`config.mk`:
```
export PLATFORM = sky130hd
export DESIGN_NAME = banked_regfile
export DESIGN_NICKNAME = d
export VERILOG_FILES = /design/src/rtl/banked_regfile.sv
export SDC_FILE = /design/constraint.sdc
export NUM_CORES = 1
export LEC_CHECK = 0
export ABC_AREA = 1
export BUFFER_PORTS_ARGS = -buffer_cell sky130_fd_sc_hd__buf_2
export CORE_UTILIZATION = 38
export DETAILED_ROUTE_END_ITERATION = 6
export PLACE_DENSITY = 0.53
export SYNTH_ARGS = -nofsm -noshare
export SYNTH_HDL_FRONTEND = slang
export SYNTH_SLANG_ARGS = --single-unit
```
`constraint.sdc`:
```
create_clock -name clk -period 2.5 [get_ports clk]
set_input_delay 0.25 -clock clk [delete_from_list [all_inputs] [get_ports clk]]
set_output_delay 0.25 -clock clk [all_outputs]
set_load 0.02 [all_outputs]
```
`src/rtl/banked_regfile.sv`:
```
module banked_regfile #(
  parameter int DATA_W    = 8,
  parameter int BANK_W    = 2,
  parameter int OFS_W     = 5,
  parameter int SFR_COUNT = 8,
  parameter int EXP_COUNT = 4
) (
  input  logic              clk,
  input  logic              rst,
  input  logic [BANK_W-1:0] bank,
  input  logic [OFS_W-1:0]  ofs,
  input  logic              rd_en,
  input  logic              wr_en,
  input  logic [DATA_W-1:0] wdata,
  output logic [DATA_W-1:0] rdata,
  output logic              exp_rd,
  output logic              exp_wr,
  output logic [$clog2(EXP_COUNT)-1:0] exp_addr,
  output logic [DATA_W-1:0] exp_wdata,
  input  logic [DATA_W-1:0] exp_rdata
);
  localparam int NBANKS       = 1 << BANK_W;
  localparam int HALF         = 1 << (OFS_W - 1);
  localparam int SHARED_WORDS = HALF - SFR_COUNT;
  localparam int PRIV_WORDS   = NBANKS * HALF;
  localparam int DEPTH        = SHARED_WORDS + PRIV_WORDS - EXP_COUNT;
  localparam int PA_W         = $clog2(DEPTH);
  localparam int LIN_W        = BANK_W + OFS_W - 1;
  localparam int EXP_W        = $clog2(EXP_COUNT);

  logic [DATA_W-1:0] mem [DEPTH];

  logic             is_priv, is_exp, is_sfr, is_store;
  logic [LIN_W-1:0] lin;
  logic [PA_W-1:0]  phys;

  // upper half of the offset range is banked, lower half is common
  assign is_priv  = ofs[OFS_W-1];
  assign lin      = {bank, ofs[OFS_W-2:0]};
  assign is_exp   = is_priv && (lin >= LIN_W'(PRIV_WORDS - EXP_COUNT));
  assign is_sfr   = !is_priv && (ofs[OFS_W-2:0] < (OFS_W-1)'(SFR_COUNT));
  assign is_store = !is_exp && !is_sfr;

  // shared words sit at the bottom of the array, banked words follow
  assign phys = is_priv ? PA_W'(SHARED_WORDS) + PA_W'(lin)
                        : PA_W'(ofs[OFS_W-2:0] - (OFS_W-1)'(SFR_COUNT));

  always_ff @(posedge clk) begin
    if (rst) begin
      for (int i = 0; i < DEPTH; i++) mem[i] <= '0;
    end else if (wr_en && is_store) begin
      mem[phys] <= wdata;
    end
  end

  assign rdata = !rd_en   ? '0 :
                 is_store ? mem[phys] :
                 is_exp   ? exp_rdata : '0;

  assign exp_rd    = is_exp && rd_en;
  assign exp_wr    = is_exp && wr_en;
  assign exp_addr  = is_exp ? ofs[EXP_W-1:0] : '0;
  assign exp_wdata = exp_wr ? wdata : '0;
endmodule

```
=== Yosys cells after proc, flatten, opt, wreduce, memory -nomap -nowiden ===
Memories as Yosys holds them, arrays and structs flattened.
Cells that the tools add are included.

* $add $sub $neg: 2
* Reductions and logical operators: 10
* Mux-type cells: 14
* $lt $le $gt $ge: 2

{| class="wikitable"
|+ Operator list
! operator !! number
|-
| $mux W8 || 5
|-
| $mux W7 || 2
|-
| $reduce_or A8 Y1 || 1
|-
| $add A4 B6 Y7 const A || 1
|-
| $ge A6 B6 Y1 const B || 1
|-
| $logic_and A1 B1 Y1 || 6
|-
| $mux W1 || 6
|-
| $sub A4 B4 Y5 const B || 1
|-
| $lt A4 B4 Y1 const B || 1
|-
| $logic_not A1 Y1 || 3
|-
| $mux W2 || 1
|}

* Word-level logic and storage cells: 29
* Flip-flop bits (word level): 0
* Bits in writable memories: 544
* Output and inout port bits: 20
* Memories: 1

{| class="wikitable"
|+ Memories
! name !! depth !! width !! rd ports !! clocked after Yosys merged registers in !! wr ports !! line !! RTL
|-
| mem || 68 || 8 || 1 || 0 || 68 || 31 || <nowiki>logic [DATA_W-1:0] mem [DEPTH];</nowiki>
|}

=== Logic depth before layout (Yosys ltp) ===
Gate-level depths: netlist of run 1.

* Depth after elaboration: 10
* Gate-level depth with buffers: 16

=== Worst setup path after synthesis of run 1 ===
No wires, ideal clock.

* Kind: input to register
* From: input port bank[0]
* To: memory mem[21][0], enable pin
* Path slack: 0.262 ns
* Path buffers: 1
* Arrival time: 1.909 ns
* Setup time: 0.329 ns
* Cell stages on the path: 8
* Cell sequence: ha_1 -> nand2_1 -> nor2_1 -> buf_1 -> inv_1 -> nor2_2 -> nand2_2 -> nand2_1

{| class="wikitable"
|+ RTL lines
! what !! line !! RTL
|-
| start, declared || 10 || <nowiki>input logic [BANK_W-1:0] bank,</nowiki>
|-
| end, declared || 31 ||
|}

=== Final worst setup path of run 1 ===
* From: memory mem[47][3]
* To: output port rdata[3]

* Word-level cells in the longest chain between the ends: 3

{| class="wikitable"
|+ Ends and longest elaborated chain
! what !! line !! RTL
|-
| $mem_v2 Z68 W8 || -- ||
|-
| $mux W8 || 57 || <nowiki>is_store ? mem[phys] :</nowiki>
|-
| $mux W8 || 56 || <nowiki>assign rdata = !rd_en ? '0 :</nowiki>
|-
| end, declared || 15 || <nowiki>output logic [DATA_W-1:0] rdata,</nowiki>
|}

No other way between the ends.

==> results of run 1 <==
[worst max-delay path, stage by stage (launching register included)]
cell      delay, ns
edfxtp_1       0.36
o21ai_0        0.34
nand4_1        0.30
nand2_1        0.14
nand2_1        0.07
nor2_1         0.09
nor2_1         0.04
nor2_1         0.12
buf_4          0.13
nand2_4        0.06
nand2_4        0.10
nand2_2        0.06
buf_6          0.13
[worst min path at each step]
stage,start,cells past startpoint,end
after floorplan,wdata[0],0,mem[100][0]
after detailed placement,wdata[0],1,mem[71][0]
after CTS,wdata[2],3,mem[50][2]
after global placement,wdata[0],1,mem[71][0]
final,wdata[2],3,mem[50][2]
after global routing,wdata[2],3,mem[50][2]
[metal layers]
metal | part of all wire | global-route usage | wire (um) | up-vias
met5 | 0.00092 | 0.00566 | 120 | -
met4 | 0.027 | 0.0696 | 3580 | 6
met3 | 0.064 | 0.0343 | 8380 | 183
met2 | 0.45 | 0.328 | 59200 | 856
met1 | 0.46 | 0.298 | 59700 | 16236
li1 | - | - | - | 16940
[power groups by stage]
stage | clock network [mW] | logic [mW] | registers, mW
after floorplan | 0 | 1.94 | 20.4
after global placement | 0 | 3.89 | 20.5
after detailed placement | 0 | 3.89 | 20.5
after CTS | 17.0 | 3.99 | 20.2
after global routing | 17.7 | 4.48 | 20.2
final | 16.6 | 4.07 | 20.1
[what timing repair did]
action | CTS | global route
cloned | 0 | 0
endpoints found under the hold margin | 2 | 0
hold buffers | 1 | 0
setup endpoints to repair | 8 | 8
pin swaps | 43 | 87
gates resized for setup | 111 | 126
[layout make-up]
| cell class | instances | area [um2] |
|---|---|---|
| tap | 1625 | 2030 |
| clock inverter | 76 | 764 |
| sequential | 1024 | 30700 |
| antenna | 4 | 10.0 |
| timing repair buffer | 528 | 5530 |
| multi-input combinational | 3242 | 13900 |
| fill | 11594 | 63000 |
| inverter | 874 | 3290 |
| clock buffer | 133 | 2900 |
[kinds of logic after synthesis]
| kind of cell | Yosys count |
|---|---|
| fa+ha+maj | 1 |
| other cells | 1 |
| simple gates | 2715 |
| buf+inv | 1120 |
| flops | 1024 |
| compound gates | 142 |
[per-stage QoR]
step / setup WS (ns) / util / hold WS [ns] / cells
2_1_floorplan: 0.262 / - / 0.349 / 5386
3_3_place_gp: -0.592 / 0.450 / 0.663 / 7297
3_5_place_dp: -0.547 / 0.450 / 0.666 / 7297
4_1_cts: -0.484 / 0.482 / 0.0943 / 7507
5_1_grt: -0.472 / 0.484 / 0.135 / 7504
6_report: -0.412 / 0.485 / 0.128 / 7506
[placed cells by master, fill, tap and decap left out, drive strengths merged, types with 3 or more instances in the layout]
master,n
nand4,31
clkinvlp,4
or2,62
nand3,426
nor3,3
edfxtp,1024
o211ai,4
bufinv,14
nor2,839
diode,4
nand2,1354
buf,527
inv,874
conb,384
clkbuf,133
o21ai,137
clkinv,58
==> flow_summary.toml, run 1 <==
[global_route]
grt_max_degree = 69
grt-ovfl-total = 0
antenna_found_initial = 6
grt_usage = 0.211
grt_pass1_vias = 32801
grt_pass1_wl_mm = 198

[pwr]
p_comb_frac = 0.100
p_seq_frac = 0.493
ir_worst_vdd_mv = 0.562
p_leak_nw = 27.1
power.density_nw_per_um2 = 690
p_sw_mw = 9.83
p_int_mw = 31.0
fin_total_pwr_mw = 40.9
swShare = 0.241
power.clock.fraction = 0.407

[clock_tree]
root_buffer = "clkbuf_16"
numCtsBuffers = 111
ctsHtreeMaxLevel = 3
cts_num_sinks = 1024
clockBufferDepth = 3
post-cts-setup-buffers = 0
clkSlewWorstSetupHoldPaths_ns = 0.06
tritoncts = "done"

[worst_setup_path]
critPathLaunch = "mem[47][3]"
cp.required_ns = 2.25
endpoint_kind = "output pin"
cp_data_arrival_time_ns = 2.66
path_class = "reg -> out"
cp-endpoint = "rdata[3]"
cp_max_fo = 1
crit_path_start_kind = "flip-flop"

[die]
fp.coreArea_um2 = 122000
num_rows = 128
ios = 47
dieHeight_um = 354
die_w_um = 354
die_area_um2 = 125000
start_util = 0.385

[sta]
slew-limit-headroom = 0.453
rsz0062_at_grt = "yes"
worst_pin_slew_ns = 0.820
finalSetupViolations = 8
hold_viol = 0
layout_min_cycle_time_ns = 2.91
slew_viol_final = 0
fin_crit_sh = 1.16
max_freq_mhz = 343
fin_setup_tns_ns = -2.65
layout_setup_ws_ns = -0.412

[synthesis]
synth_common_cells = "nand2_1, edfxtp_1, inv_1"
ys_ff_latch = 1024
async_reset_ff_frac = 0
ys_seq_area_frac = 0.654
yosysMostFrequentCell = "nand2_1"
synth-edff-count = 1024
synth_compound_area_frac = 0.0154
syn-instance-count = 5003
synth_cell_types = 24
synth_flop_cell = "edfxtp_1"
synth_area_leader_cell = "edfxtp_1"
synth_fa_ha_area_frac = 0.000266
synthTopCellsByArea = "edfxtp_1, nand2_1, inv_1, nor2_1, nand3_1"
synth_top_family_by_area = "simple AND/OR/NAND/NOR gates"
syn_avg_cell_area_um2 = 9.40
yosys_warnings = 0
syn-cell-area_um2 = 47000
synth_top_area_frac = 0.654
synth_simple_gate_area_frac = 0.238
synth-xor-area-share = 0
yosys-mux-area-fraction = 0

[outcome]
violations = "setup timing"
status = "finished, violations left"

[finish]
fin_nets = 5809
final_area_um2 = 59200
drive_gt1_frac = 0.165
largest_reg_flops = 1024
syn2layout_area_growth_pct = 25.9
reg.largest.list = "mem (1024)"
largest_register = "mem"

[drt]
drc_errors = 0
wl_mm = 131
vias = 34221
drt_pre_antenna_iters = 6
drt_iter0_markers = 2720
avgRoutedWirePerCell_um = 17.5
drtAntennaViolNets = 0
via_per_inst = 4.56

[placement]
hpwlAfterDp_mm = 88.5
io_buffers = 46
dpl_cell_area_um2 = 55000
routabilityCongestion = 0.882

[run]
maxCapViolCount = 0

[min_path]
hp-class = "in -> reg"
Power figures use the tool's default switching activity.
==> run 2, diff against run 1 <==
--- a/config.mk
+++ b/config.mk
@@ -7,6 +7,7 @@
 export LEC_CHECK = 0
 export ABC_AREA = 1
 export BUFFER_PORTS_ARGS = -buffer_cell sky130_fd_sc_hd__buf_2
+export CORE_ASPECT_RATIO = 0.8
 export CORE_UTILIZATION = 38
 export DETAILED_ROUTE_END_ITERATION = 6
 export PLACE_DENSITY = 0.53
==> run 2 against run 1 <==
Compared with the run above: the flow still finishes with violations (setup timing); final area is 0.99% lower; sequential cell count stayed put; setup slack worse by 0.10 ns; global-route usage is 0.23 points lower; clock power is 2% lower; critical path type unchanged.
==> flow_summary.toml, run 2 (synthesis results as in run 1) <==
[outcome]
status = "finished, violations left"
violations = "setup timing"

[placement]
hpwlAfterDp_mm = 86.0
placed_cells = 7278
routabilityCongestion = 0.894
io_buffers = 46

[clock_tree]
cts_num_sinks = 1024
clockBufferDepth = 3
ctsHtreeMaxLevel = 3
tritoncts = "done"
post-cts-setup-buffers = 0
numCtsBuffers = 110
root_buffer = "clkbuf_16"
clkSlewWorstSetupHoldPaths_ns = 0.07

[sta]
slew_viol_final = 0
fin_setup_tns_ns = -3.01
slew-limit-headroom = 0.484
hold_viol = 0
worst_pin_slew_ns = 0.773
layout_min_cycle_time_ns = 3.01
max_freq_mhz = 332
finalSetupViolations = 8
layout_setup_ws_ns = -0.513
rsz0062_at_grt = "yes"
fin_crit_sh = 1.21

[worst_setup_path]
cp.depth = 12
cp.required_ns = 2.25
endpoint_kind = "output pin"
crit_path_start_kind = "flip-flop"
path_cells = "or2_4, nand3_2, nand4_1, nand2_1, nand2_1, nor2_1, nor2_1, nor2_2, nand2_2, nand2_2, nand2_2, buf_6"
path_class = "reg -> out"
slowest_stage = "nand4_1"
cp_max_fo = 1
cp_top_family = "simple AND/OR/NAND/NOR gates"
path_buf_inv = 1
crit_path_frequent_cell = "nand2_2"
cpPeakStageDelay_ns = 0.42
cp_data_arrival_time_ns = 2.76

[drt]
drtAntennaViolNets = 0
drt_iter0_markers = 2958
drt_pre_antenna_iters = 6
via_per_inst = 4.58
avgRoutedWirePerCell_um = 17.4
vias = 34249
drc_errors = 0
wl_mm = 130

[pwr]
p_int_mw = 30.6
p_seq_frac = 0.500
power.clock.fraction = 0.401
p_comb_frac = 0.099
power.density_nw_per_um2 = 687
ir_worst_vdd_mv = 0.563
p_leak_nw = 26.9
swShare = 0.242
p_sw_mw = 9.74

[run]
maxCapViolCount = 0

[global_route]
grt-ovfl-total = 0
grt_pass1_wl_mm = 196
use_met1 = 0.320
grtUsageMet2 = 0.308
busiest_layer = "met1"
grtUsageMet3 = 0.0328
grt_pass1_vias = 31695
antenna_found_initial = 3
grt_max_degree = 70
grt_usage = 0.208

[min_path]
hp-class = "in -> reg"
holdPathStages = 4
hold_start = "wdata[6]"
holdPathEnd = "mem[8][6]"

[die]
num_rows = 115
die_w_um = 395
start_util = 0.383
fp.coreArea_um2 = 123000
ios = 47
dieHeight_um = 317
die_area_um2 = 125000

[finish]
largest_reg_flops = 1024
largest_register = "mem"
syn2layout_area_growth_pct = 24.7
final_common_cell = "nand2_1"
reg.largest.list = "mem (1024)"
fin_nets = 5774
final_cell_mix = "nand2_1, edfxtp_1, inv_1"
stdcell_count = 7470
drive_gt1_frac = 0.151
## run 2: changes by cell type in the layout (fill, tap and decap cells not counted), sizes merged
cell      before  now
bufinv        14   11
inv          874  869
clkinvlp       4    3
buf          527  493
clkbuf       133  136
diode          4    1
clkinv        58   52
## run 2: power groups by stage
| stage | Sequential [mW] | Combinational [mW] | Clock (mW) |
|---|---|---|---|
| 2_1_floorplan | 20.4 | 1.94 | 0 |
| 3_3_place_gp | 20.5 | 3.84 | 0 |
| 3_5_place_dp | 20.5 | 3.83 | 0 |
| 4_1_cts | 20.2 | 3.96 | 16.5 |
| 5_1_grt | 20.2 | 4.40 | 17.1 |
| 6_report | 20.2 | 3.98 | 16.2 |
## run 2: routing by layer
layer,wire [um],vias to the layer above
met5,7,-
met2,55400,911
met1,64000,16343
li1,-,16837
met4,2390,2
met3,7890,156
## run 2: layout make-up
type                       count  area (um2)
fill                       11811       64300
sequential                  1024       30700
multi-input combinational   3242       13800
timing repair buffer         494        5160
inverter                     874        3290
clock buffer                 136        2890
tap                         1638        2050
clock inverter                61         633
antenna                        1        2.50
## run 2: timing repair
item                                   in CTS  in global routing
endpoints found under the hold margin       3                  0
gates resized for setup                   117                 52
pin swaps                                  59                 48
hold buffers                                1                  0
setup endpoints to repair                   8                  8
## run 2: worst max path at each step
stage / slack (ns) / startpoint / to
after floorplan: 0.26 / bank[0] / mem[21][0]
after global placement: -0.65 / ofs[0] / rdata[5]
after detailed placement: -0.63 / ofs[0] / rdata[5]
after CTS: -0.63 / mem[36][0] / rdata[0]
after global routing: -0.65 / mem[36][0] / rdata[0]
final: -0.51 / mem[36][0] / rdata[0]
## run 2: per-stage QoR
| stage | setup slack [ns] | hold WS, ns | cell area [um2] | util | power [mW] |
|---|---|---|---|---|---|
| after floorplan | 0.262 | 0.349 | 48500 | - | 22.4 |
| after global placement | -0.649 | 0.592 | 54700 | 0.445 | 24.3 |
| after detailed placement | -0.630 | 0.601 | 54700 | 0.445 | 24.3 |
| after CTS | -0.630 | 0.118 | 58500 | 0.476 | 40.6 |
| after global routing | -0.647 | 0.133 | 58600 | 0.477 | 41.8 |
| final | -0.513 | 0.124 | 58600 | 0.477 | 40.3 |
## run 2: tightest hold or removal path, delay by kind of cell
family | cells | cell delay (ns)
buffers and inverters | 3 | 0.33
and+or+nand+nor | 1 | 0.14
